<file path="src/rtl/hpk_pkg.sv">
package hpk_pkg;
    localparam int SAMPLE_W = 16;
    localparam int WORD_W   = 2 * SAMPLE_W;
    localparam int N_CH     = 2;

    typedef enum logic [1:0] {
        PK_SINGLE   = 2'd0,
        PK_PAIR_SEQ = 2'd1,
        PK_SPLIT    = 2'd2,
        PK_RSVD     = 2'd3
    } pack_mode_e;

    typedef struct packed {
        logic [SAMPLE_W-1:0] lo;
        logic [SAMPLE_W-1:0] hi;
        logic                lo_pend;
        logic                hi_pend;
        pack_mode_e          kind;
    } slot_t;

    function automatic pack_mode_e norm_mode(input logic [1:0] raw);
        pack_mode_e m;
        m = pack_mode_e'(raw);
        if (m == PK_RSVD) m = PK_SINGLE;
        return m;
    endfunction
endpackage

</file>
<file path="src/rtl/hpk_wdec.sv">
module hpk_wdec
    import hpk_pkg::*;
(
    input  logic              wr_en,
    input  logic              wr_sel,
    input  logic [1:0]        mode_raw,
    output pack_mode_e        kind,
    output logic [N_CH-1:0]   load,
    output logic [N_CH-1:0]   flush
);
    logic split;

    always_comb begin
        kind  = norm_mode(mode_raw);
        split = (kind == PK_SPLIT);
        load[0]  = wr_en & ~wr_sel;
        load[1]  = wr_en & wr_sel & ~split;
        flush[0] = 1'b0;
        flush[1] = wr_en & ~wr_sel & split;
    end
endmodule

</file>
<file path="src/rtl/hpk_slot.sv">
module hpk_slot
    import hpk_pkg::*;
(
    input  logic              clk,
    input  logic              rst,
    input  logic              load,
    input  logic              flush,
    input  pack_mode_e        load_kind,
    input  logic [WORD_W-1:0] load_word,
    input  logic              pop_lo,
    input  logic              pop_hi,
    output slot_t             st,
    output logic              overrun
);
    slot_t st_nx;
    logic  ovr_nx;
    logic  left_lo, left_hi;

    always_comb begin
        left_lo = st.lo_pend & ~pop_lo;
        left_hi = st.hi_pend & ~pop_hi;
        st_nx   = st;
        ovr_nx  = overrun;
        st_nx.lo_pend = left_lo;
        st_nx.hi_pend = left_hi;
        if (load) begin
            st_nx.lo      = load_word[SAMPLE_W-1:0];
            st_nx.lo_pend = 1'b1;
            st_nx.kind    = load_kind;
            if (load_kind != PK_SINGLE) begin
                st_nx.hi      = load_word[WORD_W-1:SAMPLE_W];
                st_nx.hi_pend = 1'b1;
            end else begin
                st_nx.hi_pend = 1'b0;
            end
            if (left_lo | left_hi) ovr_nx = 1'b1;
        end else if (flush) begin
            st_nx.lo_pend = 1'b0;
            st_nx.hi_pend = 1'b0;
            if (left_lo | left_hi) ovr_nx = 1'b1;
        end
    end

    always_ff @(posedge clk) begin
        if (rst) begin
            st      <= '0;
            overrun <= 1'b0;
        end else begin
            st      <= st_nx;
            overrun <= ovr_nx;
        end
    end
endmodule

</file>
<file path="src/rtl/hpk_route.sv">
module hpk_route
    import hpk_pkg::*;
(
    input  slot_t                s0,
    input  slot_t                s1,
    input  logic                 rdy0,
    input  logic                 rdy1,
    output logic                 v0,
    output logic [SAMPLE_W-1:0]  d0,
    output logic                 v1,
    output logic [SAMPLE_W-1:0]  d1,
    output logic [N_CH-1:0]      pop_lo,
    output logic [N_CH-1:0]      pop_hi
);
    logic split_hi;
    logic s1_seq_hi;

    always_comb begin
        split_hi  = s0.hi_pend & (s0.kind == PK_SPLIT);
        s1_seq_hi = s1.hi_pend & (s1.kind == PK_PAIR_SEQ);

        v0 = s0.lo_pend | (s0.hi_pend & (s0.kind == PK_PAIR_SEQ));
        d0 = s0.lo_pend ? s0.lo : s0.hi;

        v1 = split_hi | s1.lo_pend | s1_seq_hi;
        if (split_hi)        d1 = s0.hi;
        else if (s1.lo_pend) d1 = s1.lo;
        else                 d1 = s1.hi;

        pop_lo[0] = v0 & rdy0 & s0.lo_pend;
        pop_hi[0] = (v0 & rdy0 & ~s0.lo_pend) | (split_hi & rdy1);
        pop_lo[1] = ~split_hi & rdy1 & s1.lo_pend;
        pop_hi[1] = ~split_hi & rdy1 & ~s1.lo_pend & s1_seq_hi;
    end
endmodule

</file>
<file path="src/rtl/hpk_pack_in.sv">
module hpk_pack_in
    import hpk_pkg::*;
(
    input  logic                clk,
    input  logic                rst,
    input  logic [1:0]          pack_mode,
    input  logic                wr_en,
    input  logic                wr_sel,
    input  logic [WORD_W-1:0]   wr_data,
    input  logic                ch0_ready,
    input  logic                ch1_ready,
    output logic                ch0_valid,
    output logic [SAMPLE_W-1:0] ch0_data,
    output logic                ch1_valid,
    output logic [SAMPLE_W-1:0] ch1_data,
    output logic [N_CH-1:0]     overrun
);
    pack_mode_e        kind;
    logic [N_CH-1:0]   load, flush, pop_lo, pop_hi;
    slot_t             slots [N_CH];

    hpk_wdec u_wdec (
        .wr_en    (wr_en),
        .wr_sel   (wr_sel),
        .mode_raw (pack_mode),
        .kind     (kind),
        .load     (load),
        .flush    (flush)
    );

    for (genvar c = 0; c < N_CH; c++) begin : g_slot
        hpk_slot u_slot (
            .clk       (clk),
            .rst       (rst),
            .load      (load[c]),
            .flush     (flush[c]),
            .load_kind (kind),
            .load_word (wr_data),
            .pop_lo    (pop_lo[c]),
            .pop_hi    (pop_hi[c]),
            .st        (slots[c]),
            .overrun   (overrun[c])
        );
    end

    hpk_route u_route (
        .s0     (slots[0]),
        .s1     (slots[1]),
        .rdy0   (ch0_ready),
        .rdy1   (ch1_ready),
        .v0     (ch0_valid),
        .d0     (ch0_data),
        .v1     (ch1_valid),
        .d1     (ch1_data),
        .pop_lo (pop_lo),
        .pop_hi (pop_hi)
    );
endmodule

</file>
<file path="config.mk">
export PLATFORM = sky130hd
export DESIGN_NAME = hpk_pack_in
export DESIGN_NICKNAME = d
export VERILOG_FILES = /design/src/rtl/hpk_pkg.sv /design/src/rtl/hpk_wdec.sv /design/src/rtl/hpk_slot.sv /design/src/rtl/hpk_route.sv /design/src/rtl/hpk_pack_in.sv
export SDC_FILE = /design/constraint.sdc
export NUM_CORES = 1
export LEC_CHECK = 0
export BUFFER_PORTS_ARGS = -buffer_cell sky130_fd_sc_hd__buf_2
export CAP_MARGIN = 20
export CORE_MARGIN = 2
export CORE_UTILIZATION = 59
export CTS_CLUSTER_SIZE = 10
export DETAILED_ROUTE_END_ITERATION = 7
export GPL_ROUTABILITY_DRIVEN = 0
export PLACE_DENSITY = 0.85
export SLEW_MARGIN = 20
export SYNTH_ARGS = -nofsm -noshare
export SYNTH_HDL_FRONTEND = slang
export SYNTH_HIERARCHICAL = 1
export SYNTH_SLANG_ARGS = --single-unit
</file>
<file path="constraint.sdc">
create_clock -name clk -period 2.9 [get_ports clk]
set_clock_uncertainty 0.1 [all_clocks]
set_input_delay 0 -clock clk [delete_from_list [all_inputs] [get_ports clk]]
set_output_delay 0 -clock clk [all_outputs]
set_load 0.01 [all_outputs]
</file>
# == Word level (Yosys, flattened, before mapping) ==
# Index checks and enable logic that the tools add are counted.
# classes
reduce_logical,5
n_eq_ne,5
bitwise,34
n_mux,11
# op_table
operator,count
16-bit 2-to-1 mux,3
1-bit AND,19
1-bit NOT,9
2-bit 2-to-1 mux,4
2-bit == test (second input constant),3
1-bit bitwise OR,6
2-bit AND reduction,3
2-bit by 1-bit == test with 1-bit output (second input constant),2
1-bit 2-to-1 mux,4
2-bit nonzero test,2
# word_totals
word_cells,67
reg_bits,74
in_bits,40

# == Logic depth before layout (Yosys ltp) ==
# depth
depth_word,12
ltp_mapped,7

# == Modules after synthesis ==
# The synthesis kept the hierarchy.
# modules_own_cells
module,area_per_inst_um2,instances,cells_each
hpk_slot,1486.4,2,142
hpk_route,740.7,1,66
hpk_wdec,47.5,1,8

# == Least setup slack after synthesis ==
# OpenSTA, ideal clock, no wires.
# synth_path
path_type,reg-to-reg
start,reg g_slot[0].u_slot/st[0] (netlist bit)
end,reg g_slot[1].u_slot/st[3] (netlist bit)
arrival_time_ns,1.523
path_slack_ns,1.208
period_less_slack_ns,1.692
t_required_ns,2.730
path_stages_with_launch,7
path_cell_list,dfxtp_1 > nand3b_1 > buf_4 > buf_6 > and3_2 > or3b_2 > a21oi_1
# synth_between
elab_chain_len,9
# synth_rtl
element,line_no,text
"start, declared",hpk_slot.sv:12,"output slot_t st,"
"start signal, assigned",hpk_slot.sv:49,st <= st_nx;
2-bit == test,hpk_route.sv:19,split_hi = s0.hi_pend & (s0.kind == PK_SPLIT);
1-bit AND,hpk_route.sv:19,
1-bit NOT,hpk_route.sv:32,pop_lo[1] = ~split_hi & rdy1 & s1.lo_pend;
1-bit AND (2 in a row),hpk_route.sv:32,
via pop_lo[1],hpk_pack_in.sv:19,"logic [N_CH-1:0] load, flush, pop_lo, pop_hi;"
1-bit NOT,hpk_slot.sv:20,left_lo = st.lo_pend & ~pop_lo;
1-bit AND,hpk_slot.sv:20,
2-bit 2-to-1 mux,hpk_slot.sv:37,end else if (flush) begin
2-bit 2-to-1 mux,hpk_slot.sv:26,if (load) begin
"end signal, assigned",hpk_slot.sv:49,
"end, declared",hpk_slot.sv:12,
# The timed path passes the listed nets, and every way through them passes these cells.
# A chain may end at the register's enable or synchronous reset.

# == Worst setup path after layout ==
# layout_path
start,reg g_slot[1].u_slot/st[3] (netlist bit)
end,out ch1_data[14]
# layout_between
elab_chain_len,2
# layout_rtl
element,line_no,text
16-bit 2-to-1 mux,hpk_route.sv:27,else if (s1.lo_pend) d1 = s1.lo;
16-bit 2-to-1 mux,hpk_route.sv:26,if (split_hi) d1 = s0.hi;
"end, declared",hpk_pack_in.sv:15,"output logic [SAMPLE_W-1:0] ch1_data,"
# Every way passes these cells.

==> metrics.yaml <==
setup_path:
  setup.worst_path.class: "flop to output pin"
  crit_required_ns: 2.80
  critPathArrivalTime_ns: 2.24
  start_kind: "flop"
  r2r_slack_ns: 0.94
  crit_end: "ch1_data[14]"
  end_kind: "output pin"
  crit_path_max_fanout: 21
  r2r_start: "g_slot[0].u_slot/st[0]$_SDFFE_PP0P_"
  r2r_cells: 4
  rr_endpoint: "g_slot[1].u_slot/st[3]$_SDFF_PP0_"
  cp-startpoint: "g_slot[1].u_slot/st[3]$_SDFF_PP0_"
place:
  pre_cts_ws_ns: 0.9716
  hpwl_mm: 5.485
  port_buffers: 75
outcome:
  status: "finished, final reports clean"
global_route:
  grt_pass1_wl_mm: 13.54
  grt_max_degree: 57
  antenna_found_initial: 0
  grt_overflow: 0
  grt_pass1_vias: 2809
  grt_usage_pct: 24.43
job:
  drv_cap: 0
cts:
  htreeDepth: 3
  clkLatencyLatePin_ns: 0.34
  path_clk_slew_ns: 0.07
  cts_setup_buffers: 0
  clock-sinks: 74
  clk_path_buf_depth: 2
  root_buffer: "clkbuf_8"
  cts_buffers: 9
  cts_tree: "done"
  cts_resized: 0
routing:
  vias_per_cell: 5.275
  dr.pass1.iters: 4
  wl_mm: 8.554
  drcViolationCount: 0
  first_iter_violations: 98
  ant_nets: 0
  wl_per_cell_um: 15.87
  vias: 2843
synthesis:
  avgSynthCellArea_um2: 10.51
  synth_cell_type_count: 30
  syn_area_um2: 3761
  synth_nets: 398
  syn_inst: 358
  yosys_warnings: 6
  ys_seq_elements: 74
  ys_seq_area_share_pct: 39.39
floorplan:
  pin_count: 76
  core-area_um2: 6241
  die_y_um: 83.84
  die_area_um2: 7029
  fp.dieW_um: 83.84
  rows: 29
  start_util_pct: 60.26
power_and_ir_drop:
  vdd_drop_max_mv: 0.6084
  powerDensity_nw_per_um2: 515.6
  power.total_mw: 2.424
  p_leak_nw: 2.043
timing:
  setup-tns-final_ns: 0
  whs_ns: 0.04902
  slew_headroom_pct: 26.69
  fmax_mhz: 427.3
  layout_min_cycle_time_ns: 2.340
  rsz0062_at_grt: "false"
  tightest_slew_ns: 1.098
  layout_worst_path_cycle_share_pct: 80.70
  finalMaxSlewViolations: 0
  hold_viol_final: 0
  final-setup-viol-count: 0
  fin_ws_ns: 0.5596
hold_path:
  hold_class: "primary input to flop"
final_layout:
  syn_to_final_growth_pct: 25.02
  layout_common_cells: "buf_2, dfxtp_1, mux2i_1, nand2b_1, nor2_1"
  final_nets: 498
  fill_cells: 424
  drive_gt1_share_pct: 32.47
  final_common_cell: "buf_2"
  diodes: 0
  final_core_util_pct: 75.34
==> power by group <==
group          leakage (nW)  switching [mW]  internal, mW  total [mW]
Combinational          1.31           0.128         0.168       0.295
Clock                 0.129           0.383         0.651        1.03
Sequential            0.603          0.0388          1.06        1.10
==> metal layers <==
metal,track usage [%],wire length (µm)
met4,11.88,249
met5,0,0
met3,4.946,386
met1,30.48,3849
met2,40.29,4069
==> kinds of logic (layout without fill, tap and decap cells) <==
family,after synthesis,after routing,synth area share (%)
AOI/OAI and AO/OA,10,10,2.096
buffers and inverters,33,137,5.788
and+or+nand+nor,124,124,18.76
other,1,1,0.09970
DFF,74,74,39.39
muxes,116,116,33.87
==> what timing repair did <==
item / CTS / global route
hold endpoints to repair: 70 / 0
endpoints found under the setup margin: 0 / 0
hold buffers: 35 / 0
==> cells in the mapped netlist, drive strengths merged <==
master    n  area [µm²]
nand2b   68       425.4
a31o      1       8.760
mux2     48       593.1
nand2     1       3.750
nor4b     3       26.28
o21ba     2       20.02
and3      1       7.510
nor2     37       138.9
nor3      2       10.01
nor2b     2       15.02
or3b      2       17.52
a21oi     2       10.01
clkbuf    6       22.52
buf      21       172.7
a311oi    2       17.52
dfxtp    74        1481
o21a      2       15.01
nand3b    4       30.03
inv       6       22.52
and2      2       12.51
and2b     1       7.510
mux2i    68       680.7
nand4bb   1       11.26
conb      1       3.750
a21boi    1       7.510
==> worst max-delay path, stage by stage, from the launching register on <==
cell	delay, ns
dfxtp_1	1.05
mux2_2	0.43
mux2_2	0.27
buf_2	0.14
==> layout make-up <==
cell class	count	area (µm²)	area share [%]
inverters	6	22.52	0.4790
repair buffers	116	783.3	16.66
flip-flops and latches	74	1481	31.51
well taps	77	96.34	2.049
multi-input cells	251	2064	43.91
clock inverters	6	130.1	2.767
clock buffers	9	123.9	2.634
==> registers in the layout, summed over array words and instances (netlist names) <==
name,count
g_slot.u_slot/st,72
g_slot.u_slot/overrun,2
==> worst min path at each step <==
stage | from | endpoint | cells after the start
finish | ch1_ready | g_slot[1].u_slot/st[3]$_SDFF_PP0_ | 4
global placement | wr_data[15] | g_slot[1].u_slot/st[35]$_SDFFE_PP0P_ | 3
global route | ch1_ready | g_slot[1].u_slot/st[3]$_SDFF_PP0_ | 4
detailed placement | wr_data[1] | g_slot[0].u_slot/st[21]$_SDFFE_PP0P_ | 3
CTS | ch1_ready | g_slot[1].u_slot/st[3]$_SDFF_PP0_ | 4
floorplan | wr_data[0] | g_slot[0].u_slot/st[20]$_SDFFE_PP0P_ | 2
==> stage by stage <==
step	cells	cell area [µm²]
floorplan	358	3761
CTS	539	4702
detailed placement	489	4098
finish	539	4702
global placement	489	4098
global route	539	4702
No activity file was read; power rests on OpenSTA's default activity.
